===== config.mk =====
export PLATFORM = sky130hd
export DESIGN_NAME = rmw_datapath
export DESIGN_NICKNAME = d
export VERILOG_FILES = /design/src/rtl/rmw_pkg.sv /design/src/rtl/rmw_addr_map.sv /design/src/rtl/rmw_alu.sv /design/src/rtl/rmw_datapath.sv
export SDC_FILE = /design/constraint.sdc
export NUM_CORES = 1
export LEC_CHECK = 0
export ABC_AREA = 1
export BUFFER_PORTS_ARGS = -buffer_cell sky130_fd_sc_hd__buf_4
export CAP_MARGIN = 40
export CORE_MARGIN = 10
export CORE_UTILIZATION = 25
export DETAILED_ROUTE_END_ITERATION = 10
export GPL_TIMING_DRIVEN = 1
export PLACE_DENSITY_LB_ADDON = 0.05
export SYNTH_ARGS = -nofsm -noshare
export SYNTH_HDL_FRONTEND = slang
export SYNTH_HIERARCHICAL = 1
export SYNTH_SLANG_ARGS = --single-unit
export TNS_END_PERCENT = 100

===== constraint.sdc =====
create_clock -name clk -period 4.5 [get_ports clk]
set_input_delay 0.45 -clock clk [delete_from_list [all_inputs] [get_ports clk]]
set_output_delay 0.45 -clock clk [all_outputs]
set_load 0.01 [all_outputs]

===== src/rtl/rmw_pkg.sv =====
package rmw_pkg;

    typedef enum logic [3:0] {
        OP_PASS  = 4'd0,
        OP_ADD   = 4'd1,
        OP_SUB   = 4'd2,
        OP_AND   = 4'd3,
        OP_IOR   = 4'd4,
        OP_XOR   = 4'd5,
        OP_INC   = 4'd6,
        OP_DEC   = 4'd7,
        OP_COM   = 4'd8,
        OP_CLR   = 4'd9,
        OP_MOVW  = 4'd10,
        OP_BSET  = 4'd11,
        OP_BCLR  = 4'd12,
        OP_BTOG  = 4'd13,
        OP_RSV14 = 4'd14,
        OP_RSV15 = 4'd15
    } rmw_op_e;

    typedef enum logic [1:0] {
        ST_IDLE   = 2'd0,
        ST_READ   = 2'd1,
        ST_MODIFY = 2'd2,
        ST_WRITE  = 2'd3
    } rmw_state_e;

endpackage


===== src/rtl/rmw_addr_map.sv =====
module rmw_addr_map #(
    parameter int unsigned F_W    = 8,
    parameter int unsigned BANK_W = 4,
    parameter logic [F_W-1:0] ACCESS_SPLIT = 8'h80
) (
    input  logic [F_W-1:0]        f_i,
    input  logic                  banked_i,
    input  logic [BANK_W-1:0]     bsr_i,
    output logic [BANK_W+F_W-1:0] addr_o
);
    localparam logic [BANK_W-1:0] LOW_BANK  = '0;
    localparam logic [BANK_W-1:0] HIGH_BANK = '1;

    always_comb begin
        if (banked_i) begin
            addr_o = {bsr_i, f_i};
        end else if (f_i < ACCESS_SPLIT) begin
            addr_o = {LOW_BANK, f_i};
        end else begin
            addr_o = {HIGH_BANK, f_i};
        end
    end
endmodule


===== src/rtl/rmw_alu.sv =====
module rmw_alu
    import rmw_pkg::*;
#(
    parameter int unsigned DATA_W = 8,
    localparam int unsigned BIT_W = $clog2(DATA_W)
) (
    input  rmw_op_e           op_i,
    input  logic [DATA_W-1:0] fval_i,
    input  logic [DATA_W-1:0] wval_i,
    input  logic [BIT_W-1:0]  bidx_i,
    output logic [DATA_W-1:0] res_o,
    output logic              zupd_o
);
    logic [DATA_W-1:0] mask;

    always_comb begin
        mask   = '0;
        mask[bidx_i] = 1'b1;
        zupd_o = 1'b1;
        case (op_i)
            OP_PASS: res_o = fval_i;
            OP_ADD:  res_o = fval_i + wval_i;
            OP_SUB:  res_o = fval_i - wval_i;
            OP_AND:  res_o = fval_i & wval_i;
            OP_IOR:  res_o = fval_i | wval_i;
            OP_XOR:  res_o = fval_i ^ wval_i;
            OP_INC:  res_o = fval_i + 1'b1;
            OP_DEC:  res_o = fval_i - 1'b1;
            OP_COM:  res_o = ~fval_i;
            OP_CLR:  res_o = '0;
            OP_MOVW: begin res_o = wval_i;          zupd_o = 1'b0; end
            OP_BSET: begin res_o = fval_i | mask;   zupd_o = 1'b0; end
            OP_BCLR: begin res_o = fval_i & ~mask;  zupd_o = 1'b0; end
            OP_BTOG: begin res_o = fval_i ^ mask;   zupd_o = 1'b0; end
            default: begin res_o = fval_i;          zupd_o = 1'b0; end
        endcase
    end
endmodule


===== src/rtl/rmw_datapath.sv =====
module rmw_datapath
    import rmw_pkg::*;
#(
    parameter int unsigned DATA_W = 8,
    parameter int unsigned F_W    = 8,
    parameter int unsigned BANK_W = 4,
    localparam int unsigned BIT_W = $clog2(DATA_W),
    localparam int unsigned A_W   = BANK_W + F_W
) (
    input  logic              clk,
    input  logic              rst_n,
    input  logic              start,
    input  logic [3:0]        op,
    input  logic [F_W-1:0]    f,
    input  logic              d,
    input  logic              a,
    input  logic [BIT_W-1:0]  b,
    input  logic [BANK_W-1:0] bsr,
    output logic [A_W-1:0]    rf_addr,
    output logic              rf_rd_en,
    input  logic [DATA_W-1:0] rf_rd_data,
    output logic              rf_wr_en,
    output logic [DATA_W-1:0] rf_wr_data,
    output logic [DATA_W-1:0] wreg,
    output logic              zflag,
    output logic              busy,
    output logic              done
);
    typedef struct packed {
        rmw_state_e        st;
        rmw_op_e           op;
        logic              dst;
        logic [BIT_W-1:0]  bidx;
        logic [A_W-1:0]    addr;
        logic [DATA_W-1:0] fval;
        logic [DATA_W-1:0] res;
        logic              zupd;
        logic [DATA_W-1:0] wreg;
        logic              z;
    } regs_t;

    regs_t             r_q, r_d;
    logic [A_W-1:0]    map_addr;
    logic [DATA_W-1:0] alu_res;
    logic              alu_zupd;

    rmw_addr_map #(.F_W(F_W), .BANK_W(BANK_W)) u_map (
        .f_i(f), .banked_i(a), .bsr_i(bsr), .addr_o(map_addr)
    );

    rmw_alu #(.DATA_W(DATA_W)) u_alu (
        .op_i(r_q.op), .fval_i(r_q.fval), .wval_i(r_q.wreg),
        .bidx_i(r_q.bidx), .res_o(alu_res), .zupd_o(alu_zupd)
    );

    always_comb begin
        r_d = r_q;
        case (r_q.st)
            ST_IDLE: begin
                if (start) begin
                    r_d.st   = ST_READ;
                    r_d.op   = rmw_op_e'(op);
                    r_d.dst  = d;
                    r_d.bidx = b;
                    r_d.addr = map_addr;
                end
            end
            ST_READ: begin
                r_d.fval = rf_rd_data;
                r_d.st   = ST_MODIFY;
            end
            ST_MODIFY: begin
                r_d.res  = alu_res;
                r_d.zupd = alu_zupd;
                r_d.st   = ST_WRITE;
            end
            default: begin
                if (!r_q.dst) r_d.wreg = r_q.res;
                if (r_q.zupd) r_d.z    = (r_q.res == '0);
                r_d.st = ST_IDLE;
            end
        endcase
    end

    always_ff @(posedge clk or negedge rst_n) begin
        if (!rst_n) begin
            r_q <= '{st: ST_IDLE, op: OP_PASS, default: '0};
        end else begin
            r_q <= r_d;
        end
    end

    assign rf_addr    = r_q.addr;
    assign rf_rd_en   = (r_q.st == ST_READ);
    assign rf_wr_en   = (r_q.st == ST_WRITE) && r_q.dst;
    assign rf_wr_data = r_q.res;
    assign wreg       = r_q.wreg;
    assign zflag      = r_q.z;
    assign busy       = (r_q.st != ST_IDLE);
    assign done       = (r_q.st == ST_WRITE);

    // Write phase always follows a read two cycles earlier
    assert_read_before_write_R1: assert property (@(posedge clk) disable iff (!rst_n)
        rf_wr_en |-> $past(rf_rd_en, 2));

    assert_no_rd_wr_overlap_R2: assert property (@(posedge clk) disable iff (!rst_n)
        !(rf_rd_en && rf_wr_en));

    assert_wreg_hold_R3: assert property (@(posedge clk) disable iff (!rst_n)
        !done |=> $stable(wreg));

    assert_bit_single_change_R7: assert property (@(posedge clk) disable iff (!rst_n)
        (rf_wr_en && (r_q.op inside {OP_BSET, OP_BCLR, OP_BTOG}))
            |-> ($countones(rf_wr_data ^ r_q.fval) <= 1));

    assert_zero_hold_R8: assert property (@(posedge clk) disable iff (!rst_n)
        (done && !r_q.zupd) |=> $stable(zflag));

    assert_busy_ignore_R9: assert property (@(posedge clk) disable iff (!rst_n)
        (busy && start) |=> $stable(rf_addr));
endmodule


==> results.py <==
metrics = {
    "floorplan": {
        "fp.coreArea_um2": 14640,
        "die_y_um": 142.7,
        "fp.dieArea_um2": 20360,
        "die_x_um": 142.7,
        "io_pins": 65,
        "rows": 44,
        "initial_core_util_pct": 25.70,
    },
    "global_routing": {
        "overflow": 0,
        "grtUsageTotal_pct": 11.77,
        "grt_max_degree": 49,
        "grt_first_pass_wirelength_mm": 18.89,
        "grt_antenna_before_repair": 0,
        "grt_pass1_vias": 3443,
    },
    "power_and_ir_drop": {
        "peakVddDrop_mv": 0.2105,
        "clkPwrFrac_pct": 10.9,
        "p_leak_nw": 2.157,
        "power_switching_mw": 1.891,
        "p_total_mw": 3.647,
        "p_per_area_nw_per_um2": 854.7,
        "p_sw_share_pct": 51.85,
        "pwr-share-comb_pct": 64.7,
        "intPower_mw": 1.756,
        "p_seq_share_pct": 24.3,
    },
    "sta": {
        "clock.fmax_mhz": 324.7,
        "skew_ns": 0.006244,
        "maxSlewHeadroom_pct": 54.63,
        "rsz0062_at_grt": "false",
        "holdWs_ns": 0.1905,
        "finalCriticalPeriod_ns": 3.080,
        "setup_violations": 0,
        "final.setup.tns_ns": 0,
        "worst_pin_slew_ns": 0.6805,
        "drv_slew": 0,
        "hold_viol_final": 0,
        "period_share_pct": 68.44,
    },
    "critical_path": {
        "max_stage_delay_ns": 0.46,
        "start_kind": "register",
        "cp_slowest_cell": "dfrtp_1",
        "cp-end-kind": "register",
        "cp.arrival_ns": 3.24,
        "crit_chain": "inv_1 > ha_1 > inv_1 > nor2_1 > nand2_1 > xor2_1 > nand2_1 > o21ai_0 > ha_1 > inv_1 > o21bai_1 > a21oi_1 > or2_2 > nand3_1 > o2111ai_1 > nand2_1 > o21ai_0",
        "cp.required_ns": 4.66,
        "crit_type": "reg2reg",
        "path_max_fanout": 6,
    },
    "clock_network": {
        "cts_buffers": 5,
        "ctsResizeCount": 0,
        "tritoncts": "done",
        "cts-root-buf": "clkbuf_16",
        "post-cts-setup-buffer-count": 0,
        "clock_sinks": 48,
        "cts_max_path_buffers": 2,
        "cts.htree.levels": 2,
        "cts_hold_buf": 0,
        "worst_skew_pair.late_latency_ns": 0.30,
        "clk_pin_slew_worst_paths_ns": 0.07,
    },
    "logic_synthesis": {
        "synth-edff-count": 0,
        "ys_ff_latch": 48,
        "syn-num-nets": 571,
        "synth.most_common_cell": "nand2_1",
        "synth_common_cells": "nand2_1 (156), inv_1 (56), dfrtp_1 (48)",
        "yosys.area.top_type": "dfrtp_1",
        "synth.distinct_cells": 40,
        "yosysSeqAreaShare_pct": 31.91,
        "synth_flop_cell": "dfrtp_1",
        "yosys_warnings": 6,
        "synth_top_area_share_pct": 31.91,
        "synthCells": 525,
        "netlist_area_um2": 3764,
        "synthArstFlopShare_pct": 100.0,
        "syn_avg_cell_area_um2": 7.169,
        "synthTopCellsByArea": "dfrtp_1 (32%), nand2_1 (16%), buf_4 (7.6%), inv_1 (5.6%), nand3_1 (4.7%)",
    },
    "detailed_routing": {
        "drcViolationCount": 0,
        "dr.pass1.iters": 4,
        "wl_per_cell_um": 16.04,
        "vias_per_cell": 4.615,
        "ant_nets": 0,
        "routed_wl_mm": 11.79,
        "drt_iter0_markers": 234,
        "num_vias": 3392,
    },
    "flow_run": {
        "cap_violations": 0,
    },
    "placement": {
        "place.gp.congestion": 0.8891,
        "portBuffers": 64,
        "hpwlAfterDp_mm": 9.241,
    },
    "layout": {
        "num_antenna_cells": 0,
        "synthToLayoutAreaGrowth_pct": 13.36,
        "drive_gt1_share_pct": 21.60,
        "nNetsFinal": 597,
    },
    "hold_path": {
        "hold_class": "in2async",
    },
    "outcome": {
        "status": "finished clean",
    },
}
routing by layer:
metal,track usage [%],vias up,wire length (um)
li1,-,1704,-
met1,15.34,1591,5532
met2,18.68,84,5346
met3,2.985,13,750
met4,3.692,0,164
met5,0,-,0
flip-flops by register name, summed over array words and instances (netlist names):
signal / count
r_q: 19
wreg: 8
rf_addr: 12
rf_wr_data: 8
zflag: 1
placed cells by master, fill, tap and decap left out, types with 6 or more instances in the layout:
cell         n
a21oi_1     11
buf_4       64
dfrtp_1     48
ha_1        13
inv_1       56
inv_2        6
mux2_2       9
nand2_1    156
nand2_2     15
nand3_1     35
nor2_1      35
o2111ai_1    8
o21ai_0     30
o21ai_1     18
metrics by stage:
| step | area, um^2 | instances | setup slack [ns] | util, % |
|---|---|---|---|---|
| 5_1_grt | 4267 | 735 | 1.207 | 29.14 |
| 2_1_floorplan | 3764 | 525 | 2.083 | - |
| 3_3_place_gp | 4119 | 728 | 1.445 | 28.13 |
| 3_5_place_dp | 4119 | 728 | 1.457 | 28.13 |
| 6_report | 4267 | 735 | 1.420 | 29.14 |
| 4_1_cts | 4267 | 735 | 1.436 | 29.14 |
layout make-up:
cell class | count | area [um^2]
inverters | 66 | 254.0
fillers | 1622 | 10380
repair buffers | 64 | 480.5
multi-input cells | 366 | 1953
clock inverters | 1 | 8.758
well taps | 184 | 230.2
flip-flops and latches | 48 | 1201
clock buffers | 6 | 138.9
worst paths after layout:
check / startpoint / end / slack (ns) / cells after the start
worst max-delay path: wreg[0] / rf_wr_data[5] / 1.42 / 17
worst min-delay path: rst_n / rf_addr[2] / 0.19 / 1
worst max register to register: wreg[0] / rf_wr_data[5] / 1.42 / 17
worst min register to register: rf_addr[11] / rf_addr[11] / 0.48 / 2
max in group asynchronous: rst_n / r_q[22] / 3.86 / 1
min in group clk: f[3] / rf_addr[3] / 0.34 / 3
power by group through the flow:
stage | logic, mW | clock network [mW] | registers (mW)
3_5_place_dp | 2.37 | 0 | 0.904
6_report | 2.36 | 0.398 | 0.887
5_1_grt | 2.69 | 0.431 | 0.932
2_1_floorplan | 1.86 | 0 | 0.803
3_3_place_gp | 2.39 | 0 | 0.899
4_1_cts | 2.39 | 0.418 | 0.898
critical path: cells and delay by family (launching register included):
family          cells  cell delay [ns]
simple gates        6             0.85
compound gates      5             0.66
fa+ha+maj           2             0.53
buf+inv             3             0.31
xor+xnor            1             0.14
flops               1             0.46
kinds of logic (layout without fill, tap and decap cells):
family / count (synthesis) / after routing / synth area share (%)
simple gates: 258 / 258 / 30.95
flops: 48 / 48 / 31.91
mux: 9 / 9 / 2.693
buf+inv: 111 / 137 / 16.19
xor+xnor: 2 / 2 / 0.4655
fa+ha+maj: 14 / 14 / 4.854
compound gates: 83 / 83 / 12.93
Power figures use the tool's default switching activity.
